===== src/rtl/pic_cmd_pkg.sv =====
package pic_cmd_pkg;

    localparam int DATA_W = 8;
    localparam int LINE_W = $clog2(DATA_W);

    localparam logic [2:0] OP_EOI_ANY  = 3'b001;
    localparam logic [2:0] OP_EOI_LINE = 3'b011;

    typedef enum logic [1:0] {
        SEQ_IDLE = 2'd0,
        SEQ_W2   = 2'd1,
        SEQ_W3   = 2'd2,
        SEQ_W4   = 2'd3
    } seq_state_e;

    typedef struct packed {
        seq_state_e          st;
        logic [DATA_W-1:0]   mask;
        logic [DATA_W-1:0]   vec;
        logic                edge_trig;
        logic                cascade;
        logic                w4_due;
        logic [DATA_W-1:0]   casc_cfg;
        logic                auto_eoi;
    } cfg_regs_t;

    typedef struct packed {
        logic                nonspec;
        logic                spec;
        logic [LINE_W-1:0]   line;
        logic                sel_irr;
    } ocw_regs_t;

endpackage


===== src/rtl/pic_init_seq.sv =====
module pic_init_seq
    import pic_cmd_pkg::*;
#(
    parameter bit IS_MASTER = 1'b1
) (
    input  logic              clk,
    input  logic              rst_n,
    input  logic              start_wr,
    input  logic              data_wr,
    input  logic [DATA_W-1:0] wdata,
    output logic [DATA_W-1:0] mask,
    output logic [DATA_W-1:0] vec_base,
    output logic              edge_trig,
    output logic              cascade,
    output logic [DATA_W-1:0] casc_cfg,
    output logic              auto_eoi,
    output logic              seq_idle
);

    localparam cfg_regs_t CFG_RST = '0;
    localparam logic [DATA_W-1:0] VEC_KEEP = ~DATA_W'((1 << LINE_W) - 1);

    cfg_regs_t r_d, r_q;
    logic [DATA_W-1:0] w3_val;

    // Word 3 storage depends on the role in the cascade
    generate
        if (IS_MASTER) begin : g_master
            assign w3_val = wdata;
        end else begin : g_slave
            assign w3_val = {{(DATA_W-LINE_W){1'b0}}, wdata[LINE_W-1:0]};
        end
    endgenerate

    always_comb begin
        r_d = r_q;
        if (start_wr) begin
            r_d.mask      = '0;
            r_d.edge_trig = wdata[3];
            r_d.cascade   = ~wdata[1];
            r_d.w4_due    = wdata[0];
            if (!wdata[0]) begin
                r_d.auto_eoi = 1'b0;
            end
            r_d.st = SEQ_W2;
        end else if (data_wr) begin
            case (r_q.st)
                SEQ_IDLE: r_d.mask = wdata;
                SEQ_W2: begin
                    r_d.vec = wdata & VEC_KEEP;
                    if (r_q.cascade) begin
                        r_d.st = SEQ_W3;
                    end else begin
                        r_d.casc_cfg = '0;
                        r_d.st       = SEQ_IDLE;
                    end
                end
                SEQ_W3: begin
                    r_d.casc_cfg = w3_val;
                    r_d.st       = r_q.w4_due ? SEQ_W4 : SEQ_IDLE;
                end
                SEQ_W4: begin
                    r_d.auto_eoi = wdata[1];
                    r_d.st       = SEQ_IDLE;
                end
                default: r_d.st = SEQ_IDLE;
            endcase
        end
    end

    always_ff @(posedge clk) begin
        if (!rst_n) begin
            r_q <= CFG_RST;
        end else begin
            r_q <= r_d;
        end
    end

    assign mask      = r_q.mask;
    assign vec_base  = r_q.vec;
    assign edge_trig = r_q.edge_trig;
    assign cascade   = r_q.cascade;
    assign casc_cfg  = r_q.casc_cfg;
    assign auto_eoi  = r_q.auto_eoi;
    assign seq_idle  = (r_q.st == SEQ_IDLE);

endmodule


===== src/rtl/pic_ocw_decode.sv =====
module pic_ocw_decode
    import pic_cmd_pkg::*;
(
    input  logic              clk,
    input  logic              rst_n,
    input  logic              cmd_wr,
    input  logic [DATA_W-1:0] wdata,
    input  logic [DATA_W-1:0] isr_in,
    output logic              eoi_nonspec,
    output logic              eoi_spec,
    output logic [LINE_W-1:0] eoi_line,
    output logic              sel_irr
);

    localparam ocw_regs_t OCW_RST = '{nonspec: 1'b0, spec: 1'b0,
                                      line: '0, sel_irr: 1'b1};

    ocw_regs_t r_d, r_q;
    logic [LINE_W-1:0] top_line;

    // Highest in-service line, 0 when nothing is in service
    always_comb begin
        top_line = '0;
        for (int i = 0; i < DATA_W; i++) begin
            if (isr_in[i]) begin
                top_line = i[LINE_W-1:0];
            end
        end
    end

    always_comb begin
        r_d         = r_q;
        r_d.nonspec = 1'b0;
        r_d.spec    = 1'b0;
        r_d.line    = '0;
        if (cmd_wr && !wdata[4]) begin
            if (!wdata[3]) begin
                if (wdata[7:5] == OP_EOI_ANY) begin
                    r_d.nonspec = 1'b1;
                    r_d.line    = top_line;
                end else if (wdata[7:5] == OP_EOI_LINE) begin
                    r_d.spec = 1'b1;
                    r_d.line = wdata[LINE_W-1:0];
                end
            end else if (wdata[1]) begin
                r_d.sel_irr = wdata[0];
            end
        end
    end

    always_ff @(posedge clk) begin
        if (!rst_n) begin
            r_q <= OCW_RST;
        end else begin
            r_q <= r_d;
        end
    end

    assign eoi_nonspec = r_q.nonspec;
    assign eoi_spec    = r_q.spec;
    assign eoi_line    = r_q.line;
    assign sel_irr     = r_q.sel_irr;

endmodule


===== src/rtl/pic_read_mux.sv =====
module pic_read_mux
    import pic_cmd_pkg::*;
#(
    parameter int ADDR_W = 2
) (
    input  logic              rd_en,
    input  logic [ADDR_W-1:0] addr,
    input  logic              sel_irr,
    input  logic [DATA_W-1:0] irr_in,
    input  logic [DATA_W-1:0] isr_in,
    input  logic [DATA_W-1:0] mask,
    output logic [DATA_W-1:0] rdata
);

    localparam logic [ADDR_W-1:0] OFS_CMD  = ADDR_W'(0);
    localparam logic [ADDR_W-1:0] OFS_DATA = ADDR_W'(1);

    always_comb begin
        rdata = '0;
        if (rd_en) begin
            if (addr == OFS_CMD) begin
                rdata = sel_irr ? irr_in : isr_in;
            end else if (addr == OFS_DATA) begin
                rdata = mask;
            end
        end
    end

endmodule


===== src/rtl/pic_cmd_decoder.sv =====
module pic_cmd_decoder
    import pic_cmd_pkg::*;
#(
    parameter int ADDR_W    = 2,
    parameter bit IS_MASTER = 1'b1
) (
    input  logic              clk,
    input  logic              rst_n,
    input  logic              wr_en,
    input  logic              rd_en,
    input  logic [ADDR_W-1:0] addr,
    input  logic [7:0]        wdata,
    output logic [7:0]        rdata,
    input  logic [7:0]        irr_in,
    input  logic [7:0]        isr_in,
    output logic [7:0]        mask_o,
    output logic [7:0]        vec_base_o,
    output logic              edge_trig_o,
    output logic              cascade_o,
    output logic [7:0]        casc_cfg_o,
    output logic              auto_eoi_o,
    output logic              eoi_nonspec_o,
    output logic              eoi_spec_o,
    output logic [2:0]        eoi_line_o
);

    localparam logic [ADDR_W-1:0] OFS_CMD  = ADDR_W'(0);
    localparam logic [ADDR_W-1:0] OFS_DATA = ADDR_W'(1);

    logic cmd_wr, data_wr, start_wr, seq_idle, sel_irr;

    assign cmd_wr   = wr_en && (addr == OFS_CMD);
    assign data_wr  = wr_en && (addr == OFS_DATA);
    assign start_wr = cmd_wr && wdata[4];

    pic_init_seq #(.IS_MASTER(IS_MASTER)) u_seq (
        .clk       (clk),
        .rst_n     (rst_n),
        .start_wr  (start_wr),
        .data_wr   (data_wr),
        .wdata     (wdata),
        .mask      (mask_o),
        .vec_base  (vec_base_o),
        .edge_trig (edge_trig_o),
        .cascade   (cascade_o),
        .casc_cfg  (casc_cfg_o),
        .auto_eoi  (auto_eoi_o),
        .seq_idle  (seq_idle)
    );

    pic_ocw_decode u_ocw (
        .clk         (clk),
        .rst_n       (rst_n),
        .cmd_wr      (cmd_wr),
        .wdata       (wdata),
        .isr_in      (isr_in),
        .eoi_nonspec (eoi_nonspec_o),
        .eoi_spec    (eoi_spec_o),
        .eoi_line    (eoi_line_o),
        .sel_irr     (sel_irr)
    );

    pic_read_mux #(.ADDR_W(ADDR_W)) u_rd (
        .rd_en   (rd_en),
        .addr    (addr),
        .sel_irr (sel_irr),
        .irr_in  (irr_in),
        .isr_in  (isr_in),
        .mask    (mask_o),
        .rdata   (rdata)
    );

endmodule


===== config.mk =====
export PLATFORM = sky130hd
export DESIGN_NAME = pic_cmd_decoder
export DESIGN_NICKNAME = d
export VERILOG_FILES = /design/src/rtl/pic_cmd_pkg.sv /design/src/rtl/pic_init_seq.sv /design/src/rtl/pic_ocw_decode.sv /design/src/rtl/pic_read_mux.sv /design/src/rtl/pic_cmd_decoder.sv
export SDC_FILE = /design/constraint.sdc
export NUM_CORES = 1
export LEC_CHECK = 0
export ABC_AREA = 1
export BUFFER_PORTS_ARGS = -buffer_cell sky130_fd_sc_hd__buf_2
export CAP_MARGIN = 20
export CELL_PAD_IN_SITES_DETAIL_PLACEMENT = 1
export CELL_PAD_IN_SITES_GLOBAL_PLACEMENT = 1
export CORE_ASPECT_RATIO = 1.25
export CORE_MARGIN = 1.5
export CORE_UTILIZATION = 30
export CTS_CLUSTER_DIAMETER = 150
export DETAILED_ROUTE_END_ITERATION = 10
export PLACE_DENSITY = 0.76
export SYNTH_ARGS = -nofsm -noshare
export SYNTH_HDL_FRONTEND = slang
export SYNTH_SLANG_ARGS = --single-unit

===== constraint.sdc =====
create_clock -name clk -period 1.4 [get_ports clk]
set_input_delay 0.14 -clock clk [delete_from_list [all_inputs] [get_ports clk]]
set_output_delay 0.14 -clock clk [all_outputs]
set_load 0.02 [all_outputs]

==> impl_summary.md <==
Outcome
The flow ran to the end, and the final reports show no timing, DRC or antenna violations.

Timing
Of the available clock period, the critical path in the final layout requires 98.7%. Setup repair after global routing could not meet its margin everywhere. The final count of pins violating max slew is 0. For the final routed database, the setup TNS stands at 0 ns. Setup violations remaining at the end of the flow were counted as 0. The highest clock frequency the design can meet is 0.724 GHz. The number of endpoints with negative hold slack in the final report is 0. The final setup skew is 0.00210 ns. The clock period could shrink to 1.38 ns.

Hold is met by 0.128 ns.

Place
In this run the tool buffered the top-level ports with 66 buffer cells. The weighted congestion at the end of routability-driven global placement is 0.763. The detailed placement HPWL is 4130 microns.

Clock tree
The level count of the clock H-tree is 2. The clock passes through at most 2 buffers. The later pin in the worst-skew pair is clocked with a latency of 0.28 ns. The CTS tree is done.

Buffers inserted during clock tree synthesis total 5. The clock edge transition at the registers on the reported setup and hold paths is 0.07 ns. The library cell used as clock root buffer is clkbuf_8. The number of clock sinks is 33.

Worst setup path
On the worst path, the slowest cell contributes a delay of 0.37 ns. The number of buffers and inverters on the critical path is 2. The critical path startpoint category is a flop.

For the worst setup path, the data arrival time is 1.24 ns. The worst setup path is of the reg2out kind. At the worst endpoint, the required time is 1.26 ns. Traced cell by cell, the critical path runs through buf_6 -> nor2_2 -> nor2_1 -> o21ai_1 -> a21oi_1 -> buf_4. On the critical path, the stage with the largest delay is an instance of dfxtp_4. Broken down by cell family, the worst path's largest delay share belongs to flip-flops. STA classifies the critical path endpoint as a primary output. The largest fanout on the critical path is 3.

Power and ir drop
The analysis attributes to net switching a power of 0.000562 W. In this run, flip-flops and latches consume 43.8% of the power. In this run, the combinational gates consume 13.4% of the power. The static leakage is 1.12 nW. IR analysis of the VDD net gives a maximum drop of 0.000578 V. The share of total power dissipated in the clock network is 42.8%. The proportion of total power due to net switching is 25.6%. Overall power consumption after layout is estimated at 0.00220 W. Dividing total power by cell area gives a power density of 914 mW/mm^2. Internal power comes to 0.00164 W.

Route
In this run the remaining antenna-violating nets after routing total 0. The final wirelength is 5390 microns. The DRC violations left is 0. Dividing the detail-routed via count by the number of cells gives 4.57. The via count is 1905. The iteration-0 DRC count of the detailed router is 26. Dividing the detail-routed wire length by the instance count gives 12.9 microns.

The iteration count of the initial detailed-routing pass is 4.

Floorplan
The die is 91.5 microns tall. Measured along the x axis, the die boundary spans 73.8 microns. The top-level port count is 70. For this configuration, the core starts out at a cell density of 30.7%. The floorplan has 32 rows. The core region is 0.00613 sq mm. The overall die area is 0.00676 sq mm.

Layout
Measured on the finished design, the core utilization comes to 39.3%. The net count reported at finish is 366. From synthesis to final layout, the design area changed by 27.9%.

Fill cells in the final layout number 821. The count of antenna diodes in the layout is 0. Of the cells placed in the final design, the portion with a size suffix greater than 1 is 32.8%.

Logic synthesis
The async set-reset flop share out of synthesis is 0%. The register area share after synthesis is 35.1%. By count the netlist is led by nand2_1 (69), dfxtp_1 (33), a21oi_1 (32).

The synthesized design contains 0 enable-type register cells. The average cell area after synthesis is 6.81 sq um. The most instantiated flip-flop cell in the synthesis netlist is dfxtp_1. nand2_1 is the most common cell in the netlist.

By area the synthesized netlist is led by dfxtp_1 (35%), nand2_1 (14%), buf_4 (10%), a21oi_1 (8.5%), nand3_1 (6.4%). The biggest area consumer among synthesized cells is dfxtp_1. The number of flip-flops and latches in the synthesized netlist is 33. During synthesis, Yosys emitted a total of 0 warnings. In this run the biggest area consumer among cell types represents 35.1% of the synthesized area. The count of different cell masters after synthesis is 24. Summing every instance area after synthesis gives 0.00188 sq mm. Synthesis produced a netlist whose cell count is 276.

GRT
The first global-routing pass estimated 8680 microns of wire. The sum of overflow across all layers after global routing is 0. The largest net degree at the start of global routing is 17.

The number of global-route vias before repair came to 1834. The number of antenna violations at the first check in global routing is 0. Global routing used 16.3% of the available tracks.

Flow run
Across the run, the number of max-cap violations was 0.

Hold path
The min-delay analysis places its worst path in the category in2reg.
-- layout make-up --
type / count / area, sq um / area share [%]
Sequential cell: 33 / 669 / 27.8
Inverter: 31 / 124 / 5.15
Clock inverter: 1 / 30.0 / 1.25
Clock buffer: 7 / 86.3 / 3.59
Multi-Input combinational cell: 184 / 930 / 38.7
Tap cell: 85 / 106 / 4.42
Timing Repair Buffer: 76 / 459 / 19.1
-- worst register-to-register path, cell delays in order, from the launching register on --
cell and delay, ns:
dfxtp_4 0.37, inv_2 0.06, ha_4 0.27, o21ai_4 0.05, nor2_4 0.14, buf_12 0.14, nand2_1 0.05, o21ai_1 0.07
nor2_1 0.05
-- metrics by stage --
stage	instance area (sq um)	instances	setup WS, ns
floorplan	1890	278	0.0453
global placement	2160	406	0.00317
detailed placement	2160	406	-0.0769
CTS	2320	416	-0.00813
global route	2400	417	-0.0544
finish	2400	417	0.0184
-- flip-flops by register name, indices dropped and copies added (netlist names) --
register,flops
u_seq.casc_cfg,8
u_seq.mask,8
u_seq.vec_base,5
u_ocw.eoi_line,3
u_seq.r_q,3
u_ocw.eoi_nonspec,1
u_ocw.eoi_spec,1
u_ocw.sel_irr,1
u_seq.auto_eoi,1
u_seq.cascade,1
u_seq.edge_trig,1
-- cells by family after synthesis --
| logic type | Yosys count | share of synthesized area, % |
|---|---|---|
| adder cells (fa/ha/maj) | 5 | 3.33 |
| AND/OR/NAND/NOR | 122 | 29.2 |
| other | 1 | 0.199 |
| flip-flops | 33 | 35.1 |
| buffers and inverters | 61 | 17.6 |
| AO/OA/AOI/OAI | 54 | 14.6 |
-- power by group through the flow --
| stage | clock (W) | sequential (W) | combinational (W) |
|---|---|---|---|
| after global placement | 0 | 0.000986 | 0.000274 |
| after CTS | 0.000963 | 0.000966 | 0.000285 |
| after global routing | 0.000991 | 0.000965 | 0.000327 |
| after detailed placement | 0 | 0.000987 | 0.000279 |
| final | 0.000940 | 0.000963 | 0.000295 |
| after floorplan | 0 | 0.000988 | 0.000166 |
-- per-layer routing --
metal	global-route usage (%)	part of all wire (%)	up-vias
li1	-	-	964
met1	19.8	43	868
met2	27.9	49	63
met3	2.89	5.3	10
met4	5.86	2.1	0
met5	0	0	-
-- repair_timing --
action	CTS	global route
setup endpoints to repair	16	16
pin swaps	3	9
gates resized for setup	9	25
cloned	0	1
setup buffers	2	0
hold buffers	0	0
-- cells in the final DEF (no fill, tap or decap), drive strengths merged --
cell type  count
inv           31
ha             5
buf           75
nor3           3
bufinv         1
clkbuf         8
dfxtp         33
conb           3
nor2          22
nand3         25
o21ai         22
nand4          1
a21oi         32
nand2         71
-- final timing paths --
path                   start  slack [ns]  cells past startpoint                end
max            u_ocw.sel_irr        0.02                      6           rdata[0]
min                 wdata[6]        0.13                      2  u_ocw.eoi_nonspec
max reg2reg    u_seq.r_q[28]        0.09                      8  u_seq.casc_cfg[5]
min reg2reg  u_seq.edge_trig        0.44                      2    u_seq.edge_trig
(Power assumes the default switching activity.)
